[config.mk]
export PLATFORM = sky130hd
export DESIGN_NAME = dma_chan_ctrl
export DESIGN_NICKNAME = d
export VERILOG_FILES = /design/src/rtl/dma_pkg.sv /design/src/rtl/dma_req_sel.sv /design/src/rtl/dma_xfer_ctl.sv /design/src/rtl/dma_chan_ctrl.sv
export SDC_FILE = /design/constraint.sdc
export NUM_CORES = 1
export LEC_CHECK = 0
export CAP_MARGIN = 30
export CORE_ASPECT_RATIO = 2
export CORE_MARGIN = 8
export CORE_UTILIZATION = 34
export DETAILED_ROUTE_END_ITERATION = 10
export SETUP_SLACK_MARGIN = 0.1
export SLEW_MARGIN = 20
export SYNTH_ARGS = -nofsm -noshare
export SYNTH_HDL_FRONTEND = slang
export SYNTH_SLANG_ARGS = --single-unit
[constraint.sdc]
create_clock -name clk -period 3.7 [get_ports clk]
set_input_delay 0.74 -clock clk [delete_from_list [all_inputs] [get_ports clk]]
set_output_delay 0.74 -clock clk [all_outputs]
set_load 0.05 [all_outputs]
[src/rtl/dma_pkg.sv]
package dma_pkg;
  // register map (address decode shared by the top and the bench view)
  localparam logic [2:0] RA_CTRL = 3'd0;
  localparam logic [2:0] RA_SEL  = 3'd1;
  localparam logic [2:0] RA_SRC  = 3'd2;
  localparam logic [2:0] RA_DST  = 3'd3;
  localparam logic [2:0] RA_RLD  = 3'd4;
  localparam logic [2:0] RA_PTR  = 3'd5;
  localparam logic [2:0] RA_CNT  = 3'd6;

  // control word bit positions
  localparam int CB_EN   = 0;
  localparam int CB_PEND = 1;
  localparam int CB_WIDE = 2;
  localparam int CB_SFWD = 3;
  localparam int CB_DFWD = 4;

  // reload picks destination only when it alone is forward
  function automatic logic use_dst(logic sfwd, logic dfwd);
    return dfwd & ~sfwd;
  endfunction

  // pointer advance per completed transfer
  function automatic logic [31:0] step_ptr(logic [31:0] p, logic wide);
    return p + (wide ? 32'd2 : 32'd1);
  endfunction
endpackage

[src/rtl/dma_req_sel.sv]
module dma_req_sel #(
  parameter int SEL_W = 4,
  localparam int NSRC = 2 ** (SEL_W + 1)
) (
  input  logic             clk,
  input  logic             rst_n,
  input  logic [NSRC-1:0]  periph_req,
  input  logic [SEL_W:0]   sel_idx,
  input  logic             sw_mode,
  input  logic             sw_trig,
  output logic             req_edge
);
  logic req_sig;
  logic req_prev;

  assign req_sig  = sw_mode ? sw_trig : periph_req[sel_idx];
  assign req_edge = req_sig & ~req_prev;

  always_ff @(posedge clk or negedge rst_n) begin
    if (!rst_n) req_prev <= 1'b0;
    else        req_prev <= req_sig;
  end

  AST_EDGE_NEEDS_HIGH: assert property (@(posedge clk) disable iff (!rst_n) req_edge |=> req_prev);
endmodule

[src/rtl/dma_xfer_ctl.sv]
module dma_xfer_ctl
  import dma_pkg::*;
#(
  parameter int ADDR_W = 16,
  parameter int CNT_W  = 8
) (
  input  logic              clk,
  input  logic              rst_n,
  input  logic              reload,
  input  logic [ADDR_W-1:0] ld_ptr,
  input  logic [CNT_W-1:0]  ld_cnt,
  input  logic              wide,
  input  logic              go,
  input  logic              xfer_done,
  output logic [ADDR_W-1:0] ptr,
  output logic [CNT_W-1:0]  cnt,
  output logic              busy,
  output logic              xfer_start,
  output logic              fin
);
  logic step_ev;

  assign step_ev = busy & xfer_done;
  assign fin     = step_ev & (cnt == CNT_W'(1));

  always_ff @(posedge clk or negedge rst_n) begin
    if (!rst_n) begin
      ptr        <= '0;
      cnt        <= '0;
      busy       <= 1'b0;
      xfer_start <= 1'b0;
    end else begin
      xfer_start <= go;
      if (go)           busy <= 1'b1;
      else if (step_ev) busy <= 1'b0;
      if (reload) begin
        ptr <= ld_ptr;
        cnt <= ld_cnt;
      end else if (step_ev) begin
        ptr <= ADDR_W'(step_ptr(32'(ptr), wide));
        cnt <= cnt - CNT_W'(1);
      end
    end
  end

  AST_START_PULSE: assert property (@(posedge clk) disable iff (!rst_n) xfer_start |=> !xfer_start);
  AST_NO_START_BUSY: assert property (@(posedge clk) disable iff (!rst_n) (busy && !xfer_done) |=> !xfer_start);
  AST_RELOAD_CNT: assert property (@(posedge clk) disable iff (!rst_n) reload |=> (cnt == $past(ld_cnt)));
  AST_DONE_COUNT: assert property (@(posedge clk) disable iff (!rst_n) (step_ev && !reload) |=> (cnt == $past(cnt) - CNT_W'(1)));
endmodule

[src/rtl/dma_chan_ctrl.sv]
module dma_chan_ctrl
  import dma_pkg::*;
#(
  parameter int ADDR_W = 16,
  parameter int CNT_W  = 8,
  parameter int SEL_W  = 4
) (
  input  logic                      clk,
  input  logic                      rst_n,
  input  logic                      wr_en,
  input  logic [2:0]                wr_addr,
  input  logic [ADDR_W-1:0]         wr_data,
  input  logic [2:0]                rd_addr,
  output logic [ADDR_W-1:0]         rd_data,
  input  logic [2**(SEL_W+1)-1:0]   periph_req,
  output logic                      xfer_start,
  output logic [ADDR_W-1:0]         xfer_addr,
  output logic                      xfer_wide,
  input  logic                      xfer_done,
  output logic                      complete
);
  localparam int SELR_W = SEL_W + 3;

  logic              en, pend, wide, sfwd, dfwd;
  logic [SELR_W-1:0] sel_q;
  logic [ADDR_W-1:0] src_q, dst_q;
  logic [CNT_W-1:0]  rld_q;
  logic [ADDR_W-1:0] ptr;
  logic [CNT_W-1:0]  cnt;
  logic              busy, fin, req_edge, go;
  logic              ctrl_wr, reload, sw_clr;
  logic [ADDR_W-1:0] ld_ptr;

  assign ctrl_wr = wr_en && (wr_addr == RA_CTRL);
  assign reload  = ctrl_wr && wr_data[CB_EN];
  assign sw_clr  = ctrl_wr && !wr_data[CB_PEND];
  assign go      = en && pend && !busy;
  assign ld_ptr  = use_dst(wr_data[CB_SFWD], wr_data[CB_DFWD]) ? dst_q : src_q;

  dma_req_sel #(.SEL_W(SEL_W)) u_sel (
    .clk(clk), .rst_n(rst_n), .periph_req(periph_req),
    .sel_idx(sel_q[SEL_W:0]), .sw_mode(sel_q[SEL_W+1]), .sw_trig(sel_q[SEL_W+2]),
    .req_edge(req_edge)
  );

  dma_xfer_ctl #(.ADDR_W(ADDR_W), .CNT_W(CNT_W)) u_xfer (
    .clk(clk), .rst_n(rst_n), .reload(reload), .ld_ptr(ld_ptr), .ld_cnt(rld_q),
    .wide(wide), .go(go), .xfer_done(xfer_done), .ptr(ptr), .cnt(cnt),
    .busy(busy), .xfer_start(xfer_start), .fin(fin)
  );

  always_ff @(posedge clk or negedge rst_n) begin
    if (!rst_n) begin
      en <= 1'b0; pend <= 1'b0; wide <= 1'b0; sfwd <= 1'b0; dfwd <= 1'b0;
      sel_q <= '0; src_q <= '0; dst_q <= '0; rld_q <= '0;
      complete <= 1'b0;
    end else begin
      complete <= fin;
      // pending flag: request set beats both software clear and start clear
      if (req_edge)           pend <= 1'b1;
      else if (go || sw_clr)  pend <= 1'b0;
      if (ctrl_wr) begin
        en   <= wr_data[CB_EN];
        wide <= wr_data[CB_WIDE];
        sfwd <= wr_data[CB_SFWD];
        dfwd <= wr_data[CB_DFWD];
      end else if (fin) begin
        en <= 1'b0;
      end
      if (wr_en) begin
        case (wr_addr)
          RA_SEL: sel_q <= wr_data[SELR_W-1:0];
          RA_SRC: src_q <= wr_data;
          RA_DST: dst_q <= wr_data;
          RA_RLD: rld_q <= wr_data[CNT_W-1:0];
          default: ;
        endcase
      end
    end
  end

  always_comb begin
    case (rd_addr)
      RA_CTRL: rd_data = ADDR_W'({dfwd, sfwd, wide, pend, en});
      RA_SEL:  rd_data = ADDR_W'(sel_q);
      RA_SRC:  rd_data = src_q;
      RA_DST:  rd_data = dst_q;
      RA_RLD:  rd_data = ADDR_W'(rld_q);
      RA_PTR:  rd_data = ptr;
      RA_CNT:  rd_data = ADDR_W'(cnt);
      default: rd_data = '0;
    endcase
  end

  assign xfer_addr = ptr;
  assign xfer_wide = wide;

  AST_REQ_SETS: assert property (@(posedge clk) disable iff (!rst_n) req_edge |=> pend);
  AST_SW_NO_SET: assert property (@(posedge clk) disable iff (!rst_n) (ctrl_wr && !req_edge && !pend) |=> !pend);
  AST_START_CLEARS: assert property (@(posedge clk) disable iff (!rst_n) (go && !req_edge) |=> (!pend && xfer_start));
  AST_FIN_DISABLES: assert property (@(posedge clk) disable iff (!rst_n) (fin && !ctrl_wr) |=> (!en && complete));
  AST_RELOAD_PTR: assert property (@(posedge clk) disable iff (!rst_n) reload |=> (xfer_addr == $past(ld_ptr)));
endmodule

; ---- After elaboration in Yosys (flattened, before gate mapping)
; Index checks and enable logic that the tools add are counted.
[classes]
add_sub_neg = 2
magnitude_cmp = 1
reduce_logical = 18
mux = 16
bitwise = 6
eq_ne = 11
[ops]
columns = op, n
row1 = 16-bit one-hot mux with 7 select lines, 1
row2 = 16-bit 2-to-1 mux, 3
row3 = 16-bit adder, 1
row4 = 8-bit 2-to-1 mux, 2
row5 = "3-bit by 2-bit equality test with 1-bit output, second input constant", 4
row6 = "3-bit equality test, second input constant", 4
row7 = "8-bit by 1-bit equality test with 1-bit output, second input constant", 1
row8 = 1-bit 2-to-1 mux, 8
row9 = 2-bit AND reduction, 4
row10 = 2-bit nonzero test, 4
row11 = "8-bit by 1-bit subtractor with 8-bit output, second input constant", 1
row12 = "3-bit by 1-bit equality test with 1-bit output, second input constant", 2
row13 = 3-bit zero test, 2
row14 = "5-bit by 6-bit < comparator with 1-bit output, second input constant", 1
row15 = 1-bit binary-select mux with 5-bit select, 1
row16 = 1-bit logical AND, 5
row17 = 1-bit bitwise AND, 4
row18 = 1-bit zero test, 2
row19 = 2-bit 2-to-1 mux, 1
row20 = 1-bit NOT, 2
row21 = 1-bit logical OR, 1
[totals]
output_inout_bits = 35
reg_bits = 80
in_bits = 58
elab_cells = 69

; ---- Depth between registers and ports, before layout
[depth]
ltp_word = 6
ltp_mapped = 9
mapped_depth_nobuf = 8

; ---- Hierarchy
; A second synthesis with hierarchy kept.
[hier_totals]
cells_unflattened = 428
area_unflattened_um2 = 4760.8
[by_module_without_submodules]
columns = module, cells_each, seq_area_each_um2, instances, area_each_um2
row1 = dma_chan_ctrl, 228, 1326.3, 1, 2879.0
row2 = dma_xfer_ctl, 167, 650.6, 1, 1507.7
row3 = dma_req_sel, 33, 25.0, 1, 374.1

; ---- Worst setup path after synthesis
; OpenSTA, ideal clock, no wires.
[synth_path]
path_kind = input-to-output
from = in rd_addr[0]
to = out rd_data[7]
slack_ns = 0.383
path_stages = 4
required_time_ns = 2.960
arrival_time_ns = 2.577
n_path_buf = 2
path_cell_list = buf_2 -> buf_1 -> mux2i_1 -> o21ai_0
[synth_via]
elab_chain_len = 2
word_cells_on_any_way = 8
classes_between = 6 x eq/ne / 1 x mux / 1 x reduce/logical
[synth_rtl]
columns = element, line_no
row1 = start: declaration, dma_chan_ctrl.sv:13  ; input logic [2:0] rd_addr,
row2 = "3-bit equality test, or another cell as far along", dma_chan_ctrl.sv:83  ; case (rd_addr)
row3 = 16-bit one-hot mux with 7 select lines (*), dma_chan_ctrl.sv:83
row4 = end: declaration, dma_chan_ctrl.sv:14  ; output logic [ADDR_W-1:0] rd_data,
; Every way passes the cells marked *; elsewhere a longest branch is shown, timed or not.

; ---- Final worst setup path
[layout_path]
from = in rd_addr[2]
to = out rd_data[0]
; Same word-level chain as after synthesis.

==> impl_metrics.json <==
{
  "status": "finished clean",
  "num-nets-final": 605,
  "ys_warn_count": 0,
  "ys.flop_type": "dfrtp_1",
  "synth_seq_area_share": 0.4341,
  "drv_slew": 0,
  "layout_commonest_cell": "dfrtp_1",
  "ant_nets": 0,
  "synthCells": 447,
  "final_cell_mix": "dfrtp_1 (80), clkdlybuf4s50_1 (75), nand2_1 (70)",
  "multi_input_area_um2": 2462,
  "cts_sinks": 80,
  "cellPowerDensity_nw_per_um2": 624.7,
  "hpwl_mm": 11.37,
  "min_path_type": "primary input to async pin",
  "dpl.cell_count": 686,
  "async_flop_share": 1.000,
  "use_met1": 0.1623,
  "grtUsageMet3": 0.03812,
  "post_drt_via_cell_ratio": 5.516,
  "synthAdderAreaFrac": 0.01519,
  "first_global_vias": 4142,
  "layout_min_cycle_time_ps": 3375,
  "layoutNonFillerInstCount": 701,
  "startpoint": "rd_addr[2]",
  "cp_cell_sequence": "clkdlybuf4s50_1 > buf_4 > mux2i_1 > nor2_1 > a21oi_1 > o21ai_0 > buf_12",
  "crit_type": "primary input to output port",
  "core_region_area_um2": 13360,
  "fillers": 1295,
  "synth-compound-area-share": 0.09305,
  "grt_first_pass_wirelength_mm": 22.88,
  "critPathRequiredTime_ps": 2960,
  "crit_family": "buffers and inverters",
  "drt_pass1_iterations": 5,
  "crit_buf_inv": 3,
  "antenna_found_initial": 0,
  "final-hold-violation-count": 0,
  "grt.total_usage": 0.1664,
  "cts.reportedPaths.clkPinSlew_ps": 60,
  "drc": 0,
  "grt_max_degree": 43,
  "finalCritPeriodShare": 0.9122,
  "clk_path_buf_depth": 2,
  "synth_edf_count": 0,
  "vias": 3867,
  "cp-start-kind": "primary input",
  "routabilityCongestion": 0.8606,
  "start_util": 0.3451,
  "synth-seq-cells": 80,
  "cp_data_arrival_time_ps": 2640,
  "overflow": 0,
  "die_width_um": 98.36,
  "h-tree-depth": 3,
  "synth_top_family_by_area": "multiplexers",
  "cp-end-kind": "output port",
  "synth_mux_area_frac": 0.2276,
  "fin_util": 0.4610,
  "skew_ps": 6.643,
  "cts_root_buf": "clkbuf_16",
  "wl_mm": 14.35,
  "ys_types": 51,
  "tritoncts": "built",
  "layout-drive-gt1-share": 0.1978,
  "ioPinCount": 93,
  "maxCapViolations": 0,
  "cp_max_fo": 14,
  "layout.area.seq_um2": 2002,
  "syn_to_final_growth_pct": 33.59,
  "setup_viol": 0,
  "cts_buffers": 9,
  "worst_slew_pin_slew_ps": 718.0,
  "syn-mean-instance-area_um2": 10.32,
  "grtUsageMet2": 0.3122,
  "setup_tns_ps": 0,
  "syn_area_um2": 4612,
  "post_cts.repair.setup_buffers": 0,
  "grt.busiest_layer": "met2",
  "rows": 60,
  "synth_fp_nets": 510,
  "max_freq_mhz": 296.3,
  "port_buffers": 92,
  "drt_iter0_drc": 216,
  "fp.dieH_um": 180.7,
  "synth-simple-area-share": 0.1663,
  "timing.rr.start": "xfer_wide",
  "critPathSlowestCell": "clkdlybuf4s50_1",
  "ir_worst_vdd_v": 0.0003101,
  "cts_hold_buf": 0,
  "post_cts_resize_count": 0,
  "synth-xor-area-share": 0.02849,
  "p_leak_nw": 2.630,
  "rsz0062_at_grt": "no",
  "max_stage_delay_ps": 850,
  "routedWlPerCell_um": 20.47,
  "diodes": 0,
  "die_area_um2": 17770,
  "relSlewSlack": 0.5213,
  "worstSkewPairLatency_ps": 340
}
[worst paths after layout]
kind | end | slack, ps | cells after the start
setup / recovery | rd_data[0] | 320 | 7
hold / removal | u_xfer.xfer_start | 370 | 1
setup reg to reg | u_xfer.ptr[14] | 1310 | 8
hold reg to reg | sfwd | 480 | 2
max in group asynchronous | dst_q[15] | 2710 | 2
min in group clk | sfwd | 480 | 2
[synthesized netlist by cell type (all sizes together), types with 4 or more instances]
cell type	number	area [um2]
mux2	49	551.8
nand2	70	262.8
inv	11	41.29
dfrtp	80	2002
clkbuf	16	62.56
a31oi	11	68.82
mux4	7	157.7
a21oi	14	70.07
mux2i	34	340.3
nand3b	5	37.54
ha	4	50.05
xor2	14	122.6
o21ai	33	165.2
or3	5	31.28
and3	16	100.1
nor2	16	60.06
nor2b	5	31.28
nand3	8	40.04
buf	8	58.81
[through the flow]
stage	power, W	hold WS [ps]	setup slack, ps	area, um2
2_1_floorplan	0.002355	444.4	383.0	4612
3_3_place_gp	0.002977	464.7	374.2	5853
3_5_place_dp	0.003007	470.4	373.4	5873
4_1_cts	0.003881	389.9	348.7	6161
5_1_grt	0.004052	415.0	145.6	6161
6_report	0.003849	373.6	324.9	6161
[flip-flops by register name, indices dropped and copies added, names as in the netlist]
name,cells
en,1
u_xfer.cnt,8
u_xfer.busy,1
u_xfer.ptr,16
pend,1
xfer_wide,1
dst_q,16
u_xfer.xfer_start,1
rld_q,8
src_q,16
dfwd,1
sel_q,7
complete,1
u_sel.req_prev,1
sfwd,1
[power breakdown]
group          internal [W]  switching, W  total [W]
Sequential          0.00113      0.000346    0.00147
Clock              0.000519      0.000352   0.000871
Combinational      0.000674      0.000829    0.00150
[layout make-up]
type | count | share of cell area
Timing Repair Buffer | 108 | 0.1905
Clock inverter | 5 | 0.009545
Sequential cell | 80 | 0.3249
Clock buffer | 10 | 0.03716
Tap cell | 155 | 0.03148
Inverter | 11 | 0.006702
Multi-Input combinational cell | 332 | 0.3997
[kinds of logic after synthesis]
| family | Yosys count |
|---|---|
| fa+ha+maj | 5 |
| simple gates | 149 |
| buf+inv | 35 |
| xor+xnor | 15 |
| mux | 90 |
| flops | 80 |
| compound gates | 73 |
[layer usage]
layer	vias up	share of wire	wire length [um]
li1	1790	-	-
met1	1907	0.36	5115
met2	137	0.55	7885
met3	33	0.055	784
met4	0	0.040	567
met5	-	0	0
Power figures use the tool's default switching activity.
